==> src/rtl/lrs_pkg.sv <==
// Shared types, address map and constant tables of the lane reconfiguration
// sequencer. Assumes a 16-bit byte address space with 32-bit registers.
package lrs_pkg;

    typedef enum logic [2:0] {
        OP_SKIP,
        OP_RMW,
        OP_WR,
        OP_POLL,
        OP_END
    } op_kind_e;

    typedef struct packed {
        op_kind_e    kind;
        logic [15:0] addr;
        logic [31:0] mask;
        logic [31:0] val;
    } reg_op_t;

    localparam logic [15:0] ADDR_SLOT_1G  = 16'h10A0;
    localparam logic [15:0] ADDR_SLOT_10G = 16'h10B0;
    localparam logic [15:0] ADDR_PLL_BASE = 16'h0400;
    localparam logic [15:0] ADDR_LANE_BASE = 16'h0800;
    localparam logic [15:0] ADDR_PCS_BASE = 16'h1804;

    localparam logic [15:0] OFS_GEN   = 16'h0000;
    localparam logic [15:0] OFS_TXRST = 16'h0020;
    localparam logic [15:0] OFS_TXGEN = 16'h0024;
    localparam logic [15:0] OFS_RXRST = 16'h0040;
    localparam logic [15:0] OFS_RXGEN = 16'h0044;

    localparam logic [31:0] BIT_HALT  = 32'h0800_0000;
    localparam logic [31:0] BIT_RST   = 32'h8000_0000;
    localparam logic [31:0] BIT_RDONE = 32'h4000_0000;
    localparam logic [31:0] BIT_PCS   = 32'h0000_0800;
    localparam logic [31:0] MSK_CLKSEL = 32'h1700_0000;

    // Lane-relative offset of equalization word k.
    function automatic logic [15:0] eq_offset(input logic [2:0] k);
        case (k)
            3'd0:    return 16'h0030;
            3'd1:    return 16'h0048;
            3'd2:    return 16'h0050;
            3'd3:    return 16'h0054;
            3'd4:    return 16'h0058;
            default: return 16'h0074;
        endcase
    endfunction

    // Equalization word k for the chosen mode.
    function automatic logic [31:0] eq_value(input logic is10g, input logic [2:0] k);
        case (k)
            3'd0:    return is10g ? 32'h1080_8307 : 32'h0080_8006;
            3'd1:    return is10g ? 32'h1000_0000 : 32'h0431_0000;
            3'd2:    return is10g ? 32'h0000_0000 : 32'h9F80_0000;
            3'd3:    return 32'h001F_0000;
            3'd4:    return is10g ? 32'h8100_0020 : 32'h0000_0000;
            default: return is10g ? 32'h0000_2000 : 32'h0000_0000;
        endcase
    endfunction

endpackage

==> src/rtl/lrs_pll_pick.sv <==
// Chooses the lowest-numbered enabled PLL whose clock net suits the mode.
// Assumes the disable flags and frequency fields were captured beforehand.
module lrs_pll_pick #(
    parameter int NPLL = 2,
    parameter int PW   = 1
) (
    input  logic [NPLL-1:0]      pll_dis,
    input  logic [NPLL-1:0][4:0] pll_freq,
    input  logic                 want_10g,
    output logic                 found,
    output logic [PW-1:0]        pick
);

    logic [NPLL-1:0] fits;

    genvar g;
    generate
        for (g = 0; g < NPLL; g++) begin : g_fit
            // Per-PLL suitability: enabled, and the net matches the mode.
            assign fits[g] = !pll_dis[g] &&
                (want_10g ? (pll_freq[g] == 5'h06)
                          : (pll_freq[g] == 5'h00 || pll_freq[g] == 5'h10));
        end
    endgenerate

    // Priority pick: scanning downward leaves the lowest fitting index.
    always_comb begin
        found = |fits;
        pick  = '0;
        for (int i = NPLL - 1; i >= 0; i--) begin
            if (fits[i]) pick = PW'(i);
        end
    end

endmodule

==> src/rtl/lrs_step_gen.sv <==
// Maps a step number to one register operation of the fixed reconfiguration
// list. Assumes NLANE*4 <= 32 so that every lane slot fits one word.
module lrs_step_gen
    import lrs_pkg::*;
#(
    parameter int NLANE = 8,
    parameter int LW    = 3,
    parameter int PW    = 1
) (
    input  logic [4:0]    step,
    input  logic [LW-1:0] lane,
    input  logic          want_10g,
    input  logic [PW-1:0] pll_idx,
    input  logic          running,
    output reg_op_t       op
);

    logic [15:0] lbase;
    logic [15:0] pcs_addr;
    logic [4:0]  sh;
    logic [31:0] slot_mask;
    logic [31:0] clk_sel;
    logic [2:0]  eq_k;

    // Lane-dependent addresses, slot position and clock selection word.
    always_comb begin
        lbase     = ADDR_LANE_BASE + (16'(lane) << 8);
        pcs_addr  = ADDR_PCS_BASE + (16'(lane) << 4);
        sh        = 5'(4 * (NLANE - 1) - 4 * int'(lane));
        slot_mask = 32'hF << sh;
        clk_sel   = {3'b000, (pll_idx != '0), 1'b0,
                     (want_10g ? 3'd0 : 3'd2), 24'h0};
        eq_k      = 3'(step - 5'd10);
    end

    // Operation list: halt, slot clear, slot set, lane fields, EQ, resume.
    always_comb begin
        op = '{kind: OP_END, addr: 16'h0, mask: 32'h0, val: 32'h0};
        case (step)
            5'd0: op = running ? '{OP_RMW, lbase + OFS_TXRST, BIT_HALT, BIT_HALT}
                               : '{OP_SKIP, 16'h0, 32'h0, 32'h0};
            5'd1: op = running ? '{OP_RMW, lbase + OFS_RXRST, BIT_HALT, BIT_HALT}
                               : '{OP_SKIP, 16'h0, 32'h0, 32'h0};
            5'd2: op = running ? '{OP_POLL, lbase + OFS_TXRST, BIT_HALT, 32'h0}
                               : '{OP_SKIP, 16'h0, 32'h0, 32'h0};
            5'd3: op = running ? '{OP_POLL, lbase + OFS_RXRST, BIT_HALT, 32'h0}
                               : '{OP_SKIP, 16'h0, 32'h0, 32'h0};
            5'd4: op = '{OP_RMW, want_10g ? ADDR_SLOT_1G : ADDR_SLOT_10G,
                         slot_mask, 32'h0};
            5'd5: op = '{OP_RMW, want_10g ? ADDR_SLOT_10G : ADDR_SLOT_1G,
                         slot_mask, (want_10g ? 32'h9 : 32'h1) << sh};
            5'd6: op = '{OP_RMW, lbase + OFS_GEN, 32'hFF,
                         want_10g ? 32'h52 : 32'h08};
            5'd7: op = '{OP_RMW, lbase + OFS_TXGEN, MSK_CLKSEL, clk_sel};
            5'd8: op = '{OP_RMW, lbase + OFS_RXGEN, MSK_CLKSEL, clk_sel};
            5'd9: op = '{OP_RMW, pcs_addr, BIT_PCS, want_10g ? 32'h0 : BIT_PCS};
            5'd10, 5'd11, 5'd12, 5'd13, 5'd14, 5'd15:
                  op = '{OP_WR, lbase + eq_offset(eq_k), 32'hFFFF_FFFF,
                         eq_value(want_10g, eq_k)};
            5'd16: op = running ? '{OP_RMW, lbase + OFS_TXRST, BIT_RST, BIT_RST}
                                : '{OP_SKIP, 16'h0, 32'h0, 32'h0};
            5'd17: op = running ? '{OP_RMW, lbase + OFS_RXRST, BIT_RST, BIT_RST}
                                : '{OP_SKIP, 16'h0, 32'h0, 32'h0};
            5'd18: op = running ? '{OP_POLL, lbase + OFS_TXRST, BIT_RDONE, BIT_RDONE}
                                : '{OP_SKIP, 16'h0, 32'h0, 32'h0};
            5'd19: op = running ? '{OP_POLL, lbase + OFS_RXRST, BIT_RDONE, BIT_RDONE}
                                : '{OP_SKIP, 16'h0, 32'h0, 32'h0};
            default: op = '{OP_END, 16'h0, 32'h0, 32'h0};
        endcase
    end

endmodule

==> src/rtl/lane_reconfig_seq.sv <==
// Top of the lane reconfiguration sequencer. It takes one request at a time,
// reads the PLL words, rejects the request if no PLL fits, and otherwise walks
// the operation list over the register port. It assumes read data is valid
// in the cycle of the read and that the lane model clears halt and reset bits
// by itself.
module lane_reconfig_seq
    import lrs_pkg::*;
#(
    parameter int NLANE = 8,
    parameter int NPLL  = 2,
    parameter int LW    = $clog2(NLANE)
) (
    input  logic             clk,
    input  logic             rst_n,
    input  logic             req_valid,
    input  logic [LW-1:0]    req_lane,
    input  logic             req_10g,
    input  logic [NLANE-1:0] lane_running,
    output logic             busy,
    output logic             done,
    output logic             err,
    output logic             reg_rd,
    output logic             reg_wr,
    output logic [15:0]      reg_addr,
    output logic [31:0]      reg_wdata,
    input  logic [31:0]      reg_rdata
);

    localparam int PW  = (NPLL > 1) ? $clog2(NPLL) : 1;
    localparam int RDN = 2 * NPLL;
    localparam int RW  = $clog2(RDN);

    typedef enum logic [2:0] {S_IDLE, S_PLLRD, S_CHECK, S_OP, S_OPWR} state_e;

    state_e               state;
    logic [LW-1:0]        cur_lane;
    logic                 cur_10g;
    logic                 cur_run;
    logic [RW-1:0]        rd_idx;
    logic [NPLL-1:0]      pll_dis;
    logic [NPLL-1:0][4:0] pll_freq;
    logic [PW-1:0]        pll_sel;
    logic [4:0]           step;
    logic [31:0]          hold;
    logic                 done_q;
    logic                 err_q;
    logic                 wrote;
    logic                 pick_found;
    logic [PW-1:0]        pick_idx;
    reg_op_t              op;
    logic [PW-1:0]        rd_pll;

    assign rd_pll = PW'(rd_idx >> 1);

    lrs_pll_pick #(.NPLL(NPLL), .PW(PW)) u_pick (
        .pll_dis  (pll_dis),
        .pll_freq (pll_freq),
        .want_10g (cur_10g),
        .found    (pick_found),
        .pick     (pick_idx)
    );

    lrs_step_gen #(.NLANE(NLANE), .LW(LW), .PW(PW)) u_steps (
        .step     (step),
        .lane     (cur_lane),
        .want_10g (cur_10g),
        .pll_idx  (pll_sel),
        .running  (cur_run),
        .op       (op)
    );

    assign busy = (state != S_IDLE);
    assign done = done_q;
    assign err  = err_q;

    // Register port drive for the current state and operation.
    always_comb begin
        reg_rd    = 1'b0;
        reg_wr    = 1'b0;
        reg_addr  = 16'h0;
        reg_wdata = 32'h0;
        case (state)
            S_PLLRD: begin
                reg_rd   = 1'b1;
                reg_addr = ADDR_PLL_BASE + (16'(rd_pll) << 8) +
                           (rd_idx[0] ? 16'h8 : 16'h0);
            end
            S_OP: begin
                if (op.kind == OP_RMW || op.kind == OP_POLL) begin
                    reg_rd   = 1'b1;
                    reg_addr = op.addr;
                end else if (op.kind == OP_WR) begin
                    reg_wr    = 1'b1;
                    reg_addr  = op.addr;
                    reg_wdata = op.val;
                end
            end
            S_OPWR: begin
                reg_wr    = 1'b1;
                reg_addr  = op.addr;
                reg_wdata = (hold & ~op.mask) | op.val;
            end
            default: ;
        endcase
    end

    // Sequencer state, request capture, PLL capture and step advance.
    always_ff @(posedge clk) begin
        if (!rst_n) begin
            state    <= S_IDLE;
            cur_lane <= '0;
            cur_10g  <= 1'b0;
            cur_run  <= 1'b0;
            rd_idx   <= '0;
            pll_dis  <= '0;
            pll_freq <= '0;
            pll_sel  <= '0;
            step     <= '0;
            hold     <= '0;
            done_q   <= 1'b0;
            err_q    <= 1'b0;
            wrote    <= 1'b0;
        end else begin
            done_q <= 1'b0;
            err_q  <= 1'b0;
            if (reg_wr) wrote <= 1'b1;
            case (state)
                S_IDLE: begin
                    if (req_valid) begin
                        cur_lane <= req_lane;
                        cur_10g  <= req_10g;
                        cur_run  <= lane_running[req_lane];
                        rd_idx   <= '0;
                        wrote    <= 1'b0;
                        state    <= S_PLLRD;
                    end
                end
                S_PLLRD: begin
                    if (rd_idx[0]) pll_freq[rd_pll] <= reg_rdata[28:24];
                    else           pll_dis[rd_pll]  <= reg_rdata[24];
                    if (rd_idx == RW'(RDN - 1)) state <= S_CHECK;
                    else                        rd_idx <= rd_idx + 1'b1;
                end
                S_CHECK: begin
                    if (pick_found) begin
                        pll_sel <= pick_idx;
                        step    <= '0;
                        state   <= S_OP;
                    end else begin
                        done_q <= 1'b1;
                        err_q  <= 1'b1;
                        state  <= S_IDLE;
                    end
                end
                S_OP: begin
                    case (op.kind)
                        OP_SKIP, OP_WR: step <= step + 1'b1;
                        OP_RMW: begin
                            hold  <= reg_rdata;
                            state <= S_OPWR;
                        end
                        OP_POLL: begin
                            if ((reg_rdata & op.mask) == op.val) step <= step + 1'b1;
                        end
                        default: begin
                            done_q <= 1'b1;
                            state  <= S_IDLE;
                        end
                    endcase
                end
                S_OPWR: begin
                    step  <= step + 1'b1;
                    state <= S_OP;
                end
                default: state <= S_IDLE;
            endcase
        end
    end

    assert_done_single_R10: assert property (@(posedge clk) disable iff (!rst_n)
        done |=> !done);

    assert_bus_quiet_R10: assert property (@(posedge clk) disable iff (!rst_n)
        !busy |-> (!reg_wr && !reg_rd));

    assert_one_access_R10: assert property (@(posedge clk) disable iff (!rst_n)
        !(reg_wr && reg_rd));

    assert_err_needs_done_R9: assert property (@(posedge clk) disable iff (!rst_n)
        err |-> done);

    assert_reject_silent_R9: assert property (@(posedge clk) disable iff (!rst_n)
        (done && err) |-> !wrote);

endmodule

==> config.mk <==
export PLATFORM = sky130hd
export DESIGN_NAME = lane_reconfig_seq
export DESIGN_NICKNAME = d
export VERILOG_FILES = /design/src/rtl/lrs_pkg.sv /design/src/rtl/lrs_pll_pick.sv /design/src/rtl/lrs_step_gen.sv /design/src/rtl/lane_reconfig_seq.sv
export SDC_FILE = /design/constraint.sdc
export NUM_CORES = 1
export LEC_CHECK = 0
export ABC_AREA = 1
export BUFFER_PORTS_ARGS = -buffer_cell sky130_fd_sc_hd__buf_2
export CAP_MARGIN = 10
export CELL_PAD_IN_SITES_DETAIL_PLACEMENT = 2
export CELL_PAD_IN_SITES_GLOBAL_PLACEMENT = 2
export CORE_ASPECT_RATIO = 0.7
export CORE_MARGIN = 10
export CORE_UTILIZATION = 28
export DETAILED_ROUTE_END_ITERATION = 10
export GPL_ROUTABILITY_DRIVEN = 0
export PLACE_DENSITY_LB_ADDON = 0.1
export SYNTH_ARGS = -nofsm -noshare
export SYNTH_HDL_FRONTEND = slang
export SYNTH_SLANG_ARGS = --single-unit
==> constraint.sdc <==
create_clock -name clk -period 3.6 [get_ports clk]
set_clock_uncertainty 0.15 [all_clocks]
set_input_delay 0.18 -clock clk [delete_from_list [all_inputs] [get_ports clk]]
set_output_delay 0.18 -clock clk [all_outputs]
set_load 0.05 [all_outputs]
==> impl_metrics.yaml <==
die:
  io_pins: 100
  dieArea_mm2: 0.02292
  die_width_um: 176.7
  start_util_pct: 28.29
  core_region_area_mm2: 0.01702
  fp-row-count: 40
  fp.dieH_um: 129.7
power_and_ir_drop:
  p_switching_mw: 1.974
  clkPwrFrac_pct: 24.2
  leakagePower_nw: 2.937
  p_int_mw: 1.865
  ir_worst_vdd_v: 0.0002311
  pwr-share-comb_pct: 52.1
  pwr-share-seq_pct: 23.7
  switching_share_pct: 51.43
  power_density_mw_per_mm2: 617.3
sta:
  slew_violations: 0
  fin_hold_ws_ns: -0.0006780
  finalHoldViolations: 1
  setup_violations: 0
  min_period_ns: 3.391
  period_share_pct: 94.21
  fmax_mhz: 294.9
  tns_ns: 0
  slew-limit-headroom_pct: 52.70
  rsz0062_at_grt: "no"
  worstMarginPinSlew_ns: 0.7051
yosys:
  synth-compound-area-share_pct: 17.03
  yosys.area.top_type: "dfxtp_1"
  syn_inst: 843
  yosys_warnings: 0
  ys_async_sr_fraction_pct: 0
  synth-seq-cells: 62
  synth_top_area_share_pct: 25.79
  synth_area_mm2: 0.004813
  ys.flop_type: "dfxtp_1"
  muxShareOfSynthArea_pct: 0
  synth_top_family_by_area: "simple AND/OR/NAND/NOR gates"
  synth_edf_count: 0
  synthAdderAreaFrac_pct: 1.820
  synth_cell_types: 46
  yosys-top-cells-area: "dfxtp_1 26%, nand2_1 20%, nand3_1 9.4%"
  yosys.area_share.simple_pct: 43.46
  yosysSeqAreaShare_pct: 25.79
  synth-xor-area-share_pct: 0.1820
  syn_area_per_cell_um2: 5.710
placed_design:
  port_buffers: 94
  place_hpwl_mm: 18.23
  dp_cells: 1153
finish:
  multi_input_area_mm2: 0.003102
  diodes: 0
  layout-drive-gt1-share_pct: 18.27
  n_fill_cell: 2177
  final_common_cell: "nand2_1"
  finalCoreUtilization_pct: 36.54
  syn2layout_area_growth_pct: 29.19
  finish.net_count: 1018
  register_area_mm2: 0.001247
  final_cell_mix: "254 x nand2_1, 91 x buf_2, 90 x inv_1, 90 x nand3_1, 87 x a21oi_1"
  final_cells: 1200
critical_path:
  start_kind: "flop"
  endpoint_kind: "primary output"
  path_cells: "inv_1, ha_2, inv_1, nor2_1, nand2_1, nand3_1, nand2_1, nand3_1, nor2_2, nand3_1, inv_2, nor2_4, nor3_2, or2_4, a21oi_1, buf_2"
  slowest_stage: "dfxtp_2"
  worstPathRequired_ns: 3.27
  path_common_cell: "nand3_1"
  cp_slowest_stage_delay_ns: 0.36
  arrival_ns: 3.06
  worstSetupPathType: "flop to primary output"
  cp_max_fo: 8
clock_network:
  cts_tree: "yes"
  worstSkewPairLatency_ns: 0.35
  clockRootBuffer: "clkbuf_16"
  clock_path_buffers: 2
  numCtsBuffers: 9
  path_clk_slew_ns: 0.06
  clock_sinks: 62
  htree_num_levels: 3
run_status:
  violations: "negative hold slack"
  outcome: "finished, violations left"
drt:
  top_layer: "met4"
  initialDrtViolationCount: 381
  dr.pass1.iters: 5
  wl_met1_mm: 11.70
  dr_total_vias: 6203
  wl_met2_mm: 11.21
  remaining_drc_errors: 0
  antenna_left: 0
  avgViaCountPerCell: 5.169
  met3_length_um: 833
  drt-total-wl_mm: 23.95
  wl_per_cell_um: 19.96
grt:
  grt_overflow: 0
  grt_pass1_wl_mm: 37.40
  grt_pass1_vias: 6544
  grt_usage_pct: 20.77
  antenna_found_initial: 0
  grt_max_degree: 30
run:
  drv_cap: 0
hold_path:
  hold_path_class: "input pin to flop"
## state kept, by name, summed over array words and instances, names as in the netlist
register,count
err,1
state,3
step,5
rd_idx,2
done,1
pll_dis,2
pll_sel,1
cur_lane,3
hold,32
cur_run,1
pll_freq,10
cur_10g,1
## worst paths after layout
path,start,end,slack [ns],depth (start not counted)
setup / recovery,step[1],reg_addr[11],0.21,16
hold / removal,reg_rdata[22],hold[22],-0.0007,3
setup reg to reg,step[0],step[1],0.30,22
hold reg to reg,pll_freq[5],pll_freq[5],0.30,2
## synth_stat cells (2+ instances only)
cell,count
o22ai_1,3
nand4_1,11
o31ai_1,2
dfxtp_1,62
clkbuf_1,12
or2_2,2
a21oi_1,88
nand3b_1,4
nand2_1,257
nor2_1,92
nand2_2,2
nand2_4,2
a211oi_1,2
a31oi_1,3
buf_4,6
nor3_1,16
buf_2,12
inv_1,91
nor2_4,4
ha_1,7
o21ai_0,41
clkinv_1,3
nor4_1,2
nor2_2,3
nand3_1,90
inv_2,4
buf_6,3
## critical path: cells and delay by family (launching register included)
family | cells | cell delay, ns
AOI/OAI and AO/OA | 1 | 0.19
adders and majority gates | 1 | 0.27
buffers and inverters | 4 | 0.61
DFF | 1 | 0.36
and+or+nand+nor | 10 | 1.29
## final cells by class
| cell class | instances | area share, % |
|---|---|---|
| clock buffers | 9 | 3.622 |
| clock inverters | 7 | 1.268 |
| repair buffers | 140 | 14.53 |
| flip-flops and latches | 62 | 20.06 |
| well taps | 231 | 4.648 |
| multi-input cells | 652 | 49.88 |
| inverters | 99 | 5.996 |
## through the flow
step	hold WS [ns]	setup WS [ns]	power, mW	instance area, µm²
5_1_grt	0.01325	0.001874	4.133	6218
3_3_place_gp	0.2829	0.1158	2.722	5519
6_report	-0.0006780	0.2086	3.839	6218
3_5_place_dp	0.2951	-0.03482	2.806	5519
4_1_cts	0.002770	0.02730	3.803	6077
2_1_floorplan	0.1861	0.4312	2.176	4828
## power by group through the flow
stage          clock network, mW  logic, mW  registers (mW)
2_1_floorplan                  0       1.33           0.846
3_3_place_gp                   0       1.82           0.906
3_5_place_dp                   0       1.90           0.911
4_1_cts                    0.958       1.95           0.899
5_1_grt                    0.990       2.22           0.925
6_report                   0.930       2.00           0.910
## cells by family after synthesis
kind of cell,after synthesis
fa+ha+maj,7
simple gates,489
compound gates,150
flops,62
other cells,1
xor+xnor,1
buf+inv,133
## repair_timing
action | CTS | global route
gates resized for setup | 9 | 18
buffers inserted | 0 | 9
hold endpoints to repair | 22 | 0
pin swaps | 0 | 3
setup endpoints to repair | 35 | 33
hold buffers | 22 | 0
## routing by layer
layer	GRT usage, %	up-vias
met3	3.291	13
met4	4.140	0
li1	-	2978
met5	0	-
met1	28.13	3102
met2	34.30	110
Note: power is estimated with default switching activity, not from simulation.
